[src/rtl/gpio_irq_pkg.sv]
// Shared definitions for the GPIO interrupt unit: register word map.
// Assumes a word-addressed bus; unused addresses read zero and ignore writes.
package gpio_irq_pkg;
    localparam int ADDR_W = 3;

    typedef enum logic [ADDR_W-1:0] {
        REG_EDGE    = 3'd0,
        REG_POL     = 3'd1,
        REG_BOTH    = 3'd2,
        REG_MASK    = 3'd3,
        REG_UNMASK  = 3'd4,
        REG_MASKSET = 3'd5,
        REG_STATUS  = 3'd6
    } reg_sel_e;
endpackage

[src/rtl/gpio_irq_cfg.sv]
// Configuration and mask storage.
// Holds the three per-pin sensitivity registers and the mask, which is
// changed only through the set and clear strobes. Assumes at most one
// register write per cycle.
module gpio_irq_cfg
    import gpio_irq_pkg::*;
#(
    parameter int NPINS = 32
) (
    input  logic                  clk,
    input  logic                  rst_n,
    input  logic                  wr,
    input  logic [ADDR_W-1:0]     addr,
    input  logic [NPINS-1:0]      wdata,
    output logic [NPINS-1:0]      edge_sel,
    output logic [NPINS-1:0]      pol,
    output logic [NPINS-1:0]      both,
    output logic [NPINS-1:0]      mask
);
    logic [NPINS-1:0] mask_n;

    // Next mask: strobe bits set or clear, zeros leave bits untouched.
    always_comb begin
        mask_n = mask;
        if (wr && addr == REG_MASKSET) mask_n = mask | wdata;
        if (wr && addr == REG_UNMASK)  mask_n = mask & ~wdata;
    end

    // Register update with synchronous reset: all masked, level-low default.
    always_ff @(posedge clk) begin
        if (!rst_n) begin
            edge_sel <= '0;
            pol      <= '0;
            both     <= '0;
            mask     <= '1;
        end else begin
            mask <= mask_n;
            if (wr && addr == REG_EDGE) edge_sel <= wdata;
            if (wr && addr == REG_POL)  pol      <= wdata;
            if (wr && addr == REG_BOTH) both     <= wdata;
        end
    end
endmodule

[src/rtl/gpio_irq_detect.sv]
// Per-pin event detector.
// Compares each pin with its level on the previous clock for edge modes
// and uses the present level for level modes. Pins must already be
// synchronized to clk. The history register tracks the pins during reset
// too, so no edge is seen at reset release.
module gpio_irq_detect #(
    parameter int NPINS = 32
) (
    input  logic              clk,
    input  logic [NPINS-1:0]  pin_in,
    input  logic [NPINS-1:0]  edge_sel,
    input  logic [NPINS-1:0]  pol,
    input  logic [NPINS-1:0]  both,
    output logic [NPINS-1:0]  evt
);
    logic [NPINS-1:0] prev_q;

    // Previous-cycle pin levels for edge comparison.
    always_ff @(posedge clk) begin
        prev_q <= pin_in;
    end

    for (genvar i = 0; i < NPINS; i++) begin : g_pin
        logic rise, fall, lvl_hit, edge_hit;

        // Per-pin event decode for the selected sensitivity.
        always_comb begin
            rise     = pin_in[i] & ~prev_q[i];
            fall     = ~pin_in[i] & prev_q[i];
            edge_hit = both[i] ? (rise | fall) : (pol[i] ? rise : fall);
            lvl_hit  = pol[i] ? pin_in[i] : ~pin_in[i];
            evt[i]   = edge_sel[i] ? edge_hit : lvl_hit;
        end
    end
endmodule

[src/rtl/gpio_irq_status.sv]
// Status latch and interrupt combiner.
// Events set status bits; write-1 clears them, and an event in the same
// cycle takes priority. irq is registered from status AND NOT mask.
module gpio_irq_status #(
    parameter int NPINS = 32
) (
    input  logic              clk,
    input  logic              rst_n,
    input  logic [NPINS-1:0]  evt,
    input  logic              clr_en,
    input  logic [NPINS-1:0]  clr_bits,
    input  logic [NPINS-1:0]  mask,
    output logic [NPINS-1:0]  status,
    output logic              irq
);
    logic [NPINS-1:0] status_n;

    // Next status: clear selected bits, then OR in new events.
    always_comb begin
        status_n = (status & ~(clr_en ? clr_bits : '0)) | evt;
    end

    // Status and irq registers.
    always_ff @(posedge clk) begin
        if (!rst_n) begin
            status <= '0;
            irq    <= 1'b0;
        end else begin
            status <= status_n;
            irq    <= |(status & ~mask);
        end
    end
endmodule

[src/rtl/gpio_irq_unit.sv]
// GPIO interrupt unit top.
// Decodes the register bus, wires configuration, detection and status, and
// returns registered read data. Assumes NPINS <= DATA_W.
module gpio_irq_unit
    import gpio_irq_pkg::*;
#(
    parameter int NPINS  = 32,
    parameter int DATA_W = 32
) (
    input  logic              clk,
    input  logic              rst_n,
    input  logic [ADDR_W-1:0] bus_addr,
    input  logic [DATA_W-1:0] bus_wdata,
    input  logic              bus_wr,
    input  logic              bus_rd,
    output logic [DATA_W-1:0] bus_rdata,
    input  logic [NPINS-1:0]  pin_in,
    output logic              irq
);
    logic [NPINS-1:0]  edge_w, pol_w, both_w, mask_w, evt_w, status_w;
    logic [NPINS-1:0]  wdata_w;
    logic [NPINS-1:0]  rd_sel;
    logic [DATA_W-1:0] rd_word;
    logic              clr_en;

    assign wdata_w = bus_wdata[NPINS-1:0];
    assign clr_en  = bus_wr && (bus_addr == REG_STATUS);

    gpio_irq_cfg #(.NPINS(NPINS)) u_cfg (
        .clk(clk), .rst_n(rst_n), .wr(bus_wr), .addr(bus_addr),
        .wdata(wdata_w), .edge_sel(edge_w), .pol(pol_w), .both(both_w),
        .mask(mask_w)
    );

    gpio_irq_detect #(.NPINS(NPINS)) u_det (
        .clk(clk), .pin_in(pin_in), .edge_sel(edge_w), .pol(pol_w),
        .both(both_w), .evt(evt_w)
    );

    gpio_irq_status #(.NPINS(NPINS)) u_sts (
        .clk(clk), .rst_n(rst_n), .evt(evt_w), .clr_en(clr_en),
        .clr_bits(wdata_w), .mask(mask_w), .status(status_w), .irq(irq)
    );

    // Readback selection; write-only and unused addresses return zero.
    always_comb begin
        case (bus_addr)
            REG_EDGE:   rd_sel = edge_w;
            REG_POL:    rd_sel = pol_w;
            REG_BOTH:   rd_sel = both_w;
            REG_MASK:   rd_sel = mask_w;
            REG_STATUS: rd_sel = status_w;
            default:    rd_sel = '0;
        endcase
        rd_word = '0;
        rd_word[NPINS-1:0] = rd_sel;
    end

    // Registered read data, updated only on a read strobe.
    always_ff @(posedge clk) begin
        if (!rst_n) bus_rdata <= '0;
        else if (bus_rd) bus_rdata <= rd_word;
    end
endmodule

[config.mk]
export PLATFORM = sky130hd
export DESIGN_NAME = gpio_irq_unit
export DESIGN_NICKNAME = d
export VERILOG_FILES = /design/src/rtl/gpio_irq_pkg.sv /design/src/rtl/gpio_irq_cfg.sv /design/src/rtl/gpio_irq_detect.sv /design/src/rtl/gpio_irq_status.sv /design/src/rtl/gpio_irq_unit.sv
export SDC_FILE = /design/constraint.sdc
export NUM_CORES = 1
export LEC_CHECK = 0
export BUFFER_PORTS_ARGS = -buffer_cell sky130_fd_sc_hd__buf_2
export CELL_PAD_IN_SITES_DETAIL_PLACEMENT = 0
export CELL_PAD_IN_SITES_GLOBAL_PLACEMENT = 1
export CORE_ASPECT_RATIO = 0.5
export CORE_MARGIN = 2
export CORE_UTILIZATION = 25
export DETAILED_ROUTE_END_ITERATION = 10
export MAX_ROUTING_LAYER = met4
export PLACE_DENSITY = 0.54
export REMOVE_ABC_BUFFERS = 1
export SETUP_SLACK_MARGIN = 0.5
export SKIP_LAST_GASP = 1
export SYNTH_ARGS = -nofsm -noshare
export SYNTH_HDL_FRONTEND = slang
export SYNTH_HIERARCHICAL = 1
export SYNTH_SLANG_ARGS = --single-unit
[constraint.sdc]
create_clock -name clk -period 1.65 [get_ports clk]
set_input_delay 0.165 -clock clk [delete_from_list [all_inputs] [get_ports clk]]
set_output_delay 0.165 -clock clk [all_outputs]
set_load 0.02 [all_outputs]
# --- Word-level counts from Yosys, hierarchy flattened ---
# Index checks and enable logic that the tools add are counted.
op_classes:
  n_eq_ne: 6
  mux: 132
  bitwise_logic: 168
  reduce_logical: 9
ops:
  columns: ["cell", "n"]
  rows:
  - ["32-bit one-hot mux with 5 select lines", 1]
  - ["1-bit 2-to-1 mux", 128]
  - ["32-bit bitwise AND", 3]
  - ["32-bit 2-to-1 mux", 3]
  - ["32-bit NOT", 3]
  - ["1-bit bitwise AND", 64]
  - ["1-bit NOT", 64]
  - ["32-bit OR", 2]
  - ["1-bit OR", 32]
  - ["32-bit OR reduction", 1]
  - ["3-bit == test (second input constant)", 3]
  - ["3-bit by 2-bit == test with 1-bit output (second input constant)", 2]
  - ["1-bit logical AND", 6]
  - ["3-bit by 1-bit == test with 1-bit output (second input constant)", 1]
  - ["3-bit zero test", 1]
  - ["2-bit nonzero test", 1]
word_totals:
  reg_bits: 225
  inputBits: 71
  out_inout_bits: 33
  wordCells: 323

# --- Longest topological paths before layout ---
logic_depth:
  ltp_word: 6
  depth_mapped: 7

# --- Hierarchy ---
# Netlist, hierarchy kept.
by_module_without_submodules:
  columns: ["module", "instances", "cells_per_inst", "area_per_inst_um2"]
  rows:
  - ["gpio_irq_cfg", 1, 495, 5083.6]
  - ["gpio_irq_detect", 1, 320, 3123.0]
  - ["gpio_irq_unit", 1, 298, 2805.2]
  - ["gpio_irq_status", 1, 189, 1363.8]

# --- Least setup slack after synthesis ---
# Ideal clock, no wire load.
synth_path:
  kind: "input-to-reg"
  startpoint: "input bus_addr[1]"
  endpoint: "register u_sts.status[0]"
  setup_ns: 0.128
  t_arrival_ns: 1.223
  required_ns: 1.522
  path_slack_ns: 0.300
  path_stages: 7
  n_path_buf: 2
  path_cell_list: "buf_4 -> nor2b_1 -> and3_1 -> buf_6 -> nand2_1 -> a21oi_1 -> nor2_1"
synth_between:
  elab_chain_cells: 6
synth_lines:
  columns: ["item", "line", "rtl"]
  rows:
  - ["start, declared", "gpio_irq_unit.sv:12", "input logic [ADDR_W-1:0] bus_addr,"]
  - ["3-bit == test", "gpio_irq_unit.sv:27", "assign clr_en = bus_wr && (bus_addr == REG_STATUS);"]
  - ["1-bit logical AND", "gpio_irq_unit.sv:27", null]
  - ["via clr_en", "gpio_irq_unit.sv:24", "logic clr_en;"]
  - ["32-bit 2-to-1 mux", "gpio_irq_status.sv:20", "status_n = (status & ~(clr_en ? clr_bits : '0)) | evt;"]
  - ["32-bit NOT", "gpio_irq_status.sv:20", null]
  - ["32-bit bitwise AND", "gpio_irq_status.sv:20", null]
  - ["32-bit OR", "gpio_irq_status.sv:20", null]
  - ["end signal, assigned", "gpio_irq_status.sv:29", "status <= status_n;"]
  - ["end, declared", "gpio_irq_status.sv:13", "output logic [NPINS-1:0] status,"]
# The timed path passes the listed nets, and every way through them passes these cells.
# A chain may end at the register's enable or synchronous reset.

# --- Final worst setup path ---
layout_path:
  startpoint: "register u_det.prev_q[0]"
  endpoint: "register u_sts.status[0]"
layout_between:
  elab_chain_cells: 6
layout_lines:
  columns: ["item", "line", "rtl"]
  rows:
  - ["start, declared", "gpio_irq_detect.sv:16", "logic [NPINS-1:0] prev_q;"]
  - ["start signal, assigned", "gpio_irq_detect.sv:20", "prev_q <= pin_in;"]
  - ["1-bit NOT", "gpio_irq_detect.sv:28", "rise = pin_in[i] & ~prev_q[i];"]
  - ["1-bit bitwise AND", "gpio_irq_detect.sv:28", null]
  - ["1-bit 2-to-1 mux / 1-bit OR (equally long branches)", "gpio_irq_detect.sv:30", "edge_hit = both[i] ? (rise | fall) : (pol[i] ? rise : fall);"]
  - ["1-bit 2-to-1 mux *", "gpio_irq_detect.sv:30", null]
  - ["1-bit 2-to-1 mux *", "gpio_irq_detect.sv:32", "evt[i] = edge_sel[i] ? edge_hit : lvl_hit;"]
  - ["via evt_w[0]", "gpio_irq_unit.sv:20", "logic [NPINS-1:0] edge_w, pol_w, both_w, mask_w, evt_w, status_w;"]
  - ["32-bit OR *", "gpio_irq_status.sv:20", null]
# Mark *: on every way through the listed nets, which the timed path passes. The rest lies on a longest branch.

==> metrics.md <==
| Metric | Value |
|---|---|
| Synth Flop Type | `dfxtp_1` |
| Vias per Instance | `around 4.6` |
| Slowest cell on crit path | `dfxtp_2` |
| Largest family of logic cells by synthesized area | `multiplexers` |
| Number of global-route vias before repair | `~10000` |
| Pin count of the biggest net entering global routing | `59` |
| Setup slack, reg-to-reg | `0.32 ns` |
| DR DRC count | `0` |
| Skew final | `between 0.008 and 0.009 ns` |
| Final hold vios | `0` |
| Crit Reg-Reg Endpoint | `u_sts/status[0]$_SDFF_PN0_` |
| Setup Crit Path Kind | `register to register` |
| CP Data Arrival Time | `approximately 1.8 ns` |
| Initial antenna violation count | `2` |
| Chip width | `around 320 um` |
| Fill cell count | `roughly 5000` |
| Critical Path End Type | `register` |
| Synth Area in XOR/XNOR | `about 2.3%` |
| Tot Pwr | `13.82 mW` |
| HP Class | `primary input to register` |
| DR pass1 iterations | `5` |
| Global-route wire length before repair | `a little under 60 mm` |
| Sequential share of the synthesized area | `a little over a third` |
| Leakage | `6.607 nW` |
| CP Cell Sequence | `inv_2, ha_4, mux2_4, o211ai_2, o21ai_2, a21oi_1, nor2_1` |
| Net count, final | `about 1600` |
| Number of synthesized register bits | `~230` |
| Critical Path Fanout Max | `2` |
| Fin crit period | `between 1 and 1.5 ns` |
| Period utilisation layout | `80.51%` |
| Min-Delay Path Depth | `3` |
| Crit path launch type | `register` |
| Initial core utilization | `~25%` |
| Power Dens Cells | `around 870 nW/um2` |
| Worst R2R Path Depth | `7` |
| RSZ-0062 raised after global routing | `yes` |
| Mux share of post-synthesis cell area | `19.65%` |
| CTS Root Cell | `clkbuf_16` |
| Die height | `approximately 160 um` |
| # IOs | `around 100` |
| Syn avg cell area | `9.505 um2` |
| Critical Path RT | `slightly above 2 ns` |
| Post-synthesis adder-cell area fraction | `roughly 6.5%` |
| Routed Wire Length | `38.13 mm` |
| Gr ovfl total | `0` |
| Max Buffers Root-to-Sink | `3` |
| Synthesized area | `12380 um2` |
| Cts bufs inserted | `26` |
| Max-capacitance violation count | `0` |
| CTS tree | `built` |
| Iter 0 DRT Violations | `a little over 500` |
| Final Max Slew Viols | `0` |
| Post-layout util | `between 30% and 40%` |
| FF+latch area | `4611 um2` |
| DP Wirelength | `25.45 mm` |
| Max VDD drop | `between 0.5 and 0.6 mV` |
| Skew-Pair Late Insertion Delay | `0.54 ns` |
| Clock slew seen by the registers of the worst setup and hold paths | `about 0.06 ns` |
| Cell taking the most area after synthesis | `dfxtp_1` |
| Worst slew pin tran | `~0.51 ns` |
| R2r startpoint | `u_det/prev_q[0]$_DFF_P_` |
| Die Area | `a little over 50000 um2` |
| Clock Sinks | `approximately 230` |
| CTS H-Tree Depth | `1` |
| Dominant cells by area after synthesis | `dfxtp_1 (36%), mux2i_1 (13%), ha_1 (6.5%), nand2_1 (5.8%), mux2_4 (3.9%)` |
| Hold_sp | `bus_wr` |
| IO buf count | `slightly above 100` |
| Yosys warning total | `6` |
| Distinct cell type count after synthesis | `35` |
| Num rows | `57` |
| Final GP Congestion | `between 0.7 and 0.8` |
| Endpoints failing setup | `0` |
| CP max stage delay | `around 0.33 ns` |
| Worst slew margin | `65.96%` |
| Compound-gate portion of the synthesized area | `between 10% and 20%` |
| Post-synthesis simple-gate area fraction | `approximately 12%` |
| Async SR Flop Fraction | `0%` |
| Area added between synthesis and finish | `29.11%` |
| Fmax | `~750 MHz` |
| Routed WL per cell | `around 18 um` |
| Top cell type's share of synthesized area | `between 30 and 40%` |
| Gr usage total | `between 10 and 15%` |
| Share of layout cells above drive strength 1 | `a little under a third` |
| Area used by multi-input combinational logic | `between 7000 and 8000 um2` |
| Outcome | `finished, final reports clean` |
| DRT antenna net count | `0` |
| EDFF count, synth | `0` |
| DR vias | `9819` |
| CORE AREA | `around 50000 um2` |
| Mapped Cells | `between 1000 and 1500` |
[cells in the final DEF (no fill, tap or decap), types with 33 or more instances in the layout]
cell type,n
buf_2,68
buf_6,33
dfxtp_2,76
buf_4,48
dfxtp_1,146
a21oi_1,57
mux2i_1,159
nor2b_1,33
ha_1,36
nor2_1,64
nand2_1,192
dlygate4sd3_1,64
inv_1,85
[synth_stat cells, types with 4 or more instances]
library cell and n:
a211o_1 31, a211oi_2 31, a21boi_0 31, a21oi_1 63, buf_12 5, buf_2 17
buf_4 4, buf_6 10, clkbuf_1 48, dfxtp_1 225, ha_1 64, inv_1 100
mux2_2 32, mux2_4 32, mux2i_1 159, nand2_1 192, nand4b_1 32, nor2_1 64
nor2b_1 35, nor4_1 4, o211ai_2 32, o21ai_1 32, o22ai_1 16, xor2_1 32
[cell families (layout without fill, tap and decap cells)]
family,Yosys count,after routing
XOR/XNOR,32,32
adder cells (fa/ha/maj),64,64
other,0,2
flip-flops,225,225
AND/OR/NAND/NOR,332,332
buffers and inverters,184,368
multiplexers,223,223
AO/OA/AOI/OAI,242,242
[per-layer routing]
layer  up-vias  GRT usage (%)  share of wire (%)
met5         -              -                  0
met4         0          3.253                1.8
met3        45          2.056                3.0
met2       142          25.31                 49
met1      4802          18.52                 46
li1       4830              -                  -
[worst max path at each step]
stage                             startpoint                          end
finish               u_det/prev_q[0]$_DFF_P_   u_sts/status[0]$_SDFF_PN0_
global route        u_det/prev_q[11]$_DFF_P_  u_sts/status[11]$_SDFF_PN0_
CTS                 u_det/prev_q[24]$_DFF_P_  u_sts/status[24]$_SDFF_PN0_
detailed placement               bus_addr[1]   u_cfg/pol[31]$_SDFFE_PN0P_
global placement                 bus_addr[1]   u_cfg/pol[21]$_SDFFE_PN0P_
floorplan                        bus_addr[1]    u_cfg/pol[0]$_SDFFE_PN0P_
[metrics by stage]
| step | setup TNS [ns] | std cells | area, um2 | hold WS [ns] | worst slack [ns] |
|---|---|---|---|---|---|
| after CTS | 0 | 2130 | 15700 | 0.01845 | 0.3115 |
| after detailed placement | 0 | 2016 | 13740 | 0.3255 | 0.02074 |
| final | 0 | 2137 | 15980 | 0.05204 | 0.3216 |
| after global placement | 0 | 2016 | 13740 | 0.3208 | 0.02952 |
| after floorplan | -151.69 | 1218 | 11870 | 0.1927 | -3.516 |
| after global routing | 0 | 2137 | 15980 | 0.03021 | 0.2416 |
[layout make-up]
| cell class | count | area share (%) |
|---|---|---|
| Tap cell | 649 | 5.082 |
| Clock buffer | 41 | 4.933 |
| Sequential cell | 225 | 28.86 |
| Multi-Input combinational cell | 893 | 46.15 |
| Inverter | 100 | 2.349 |
| Timing Repair Buffer | 225 | 12.22 |
| Antenna cell | 2 | 0.03132 |
| Clock inverter | 2 | 0.3759 |
[where the power goes]
part	switching, mW	internal [mW]	total, mW	leakage [nW]
clock	2.38	3.55	5.92	0.414
combinational	1.07	0.924	1.99	4.33
sequential	0.217	5.69	5.90	1.87
[worst max-delay path, delay by kind of cell, from the launching register on]
family	cells	cell delay, ns
compound gates	3	0.38
fa+ha+maj	1	0.14
buf+inv	1	0.05
flops	1	0.33
mux	1	0.26
simple gates	1	0.05
[what timing repair did]
action,in CTS,in global routing
pin swaps,7,22
buffers inserted,7,5
resized for setup,166,65
hold buffers,64,0
endpoints found under the hold margin,192,0
setup endpoints to repair,66,71
Note: power is estimated with default switching activity, not from simulation.
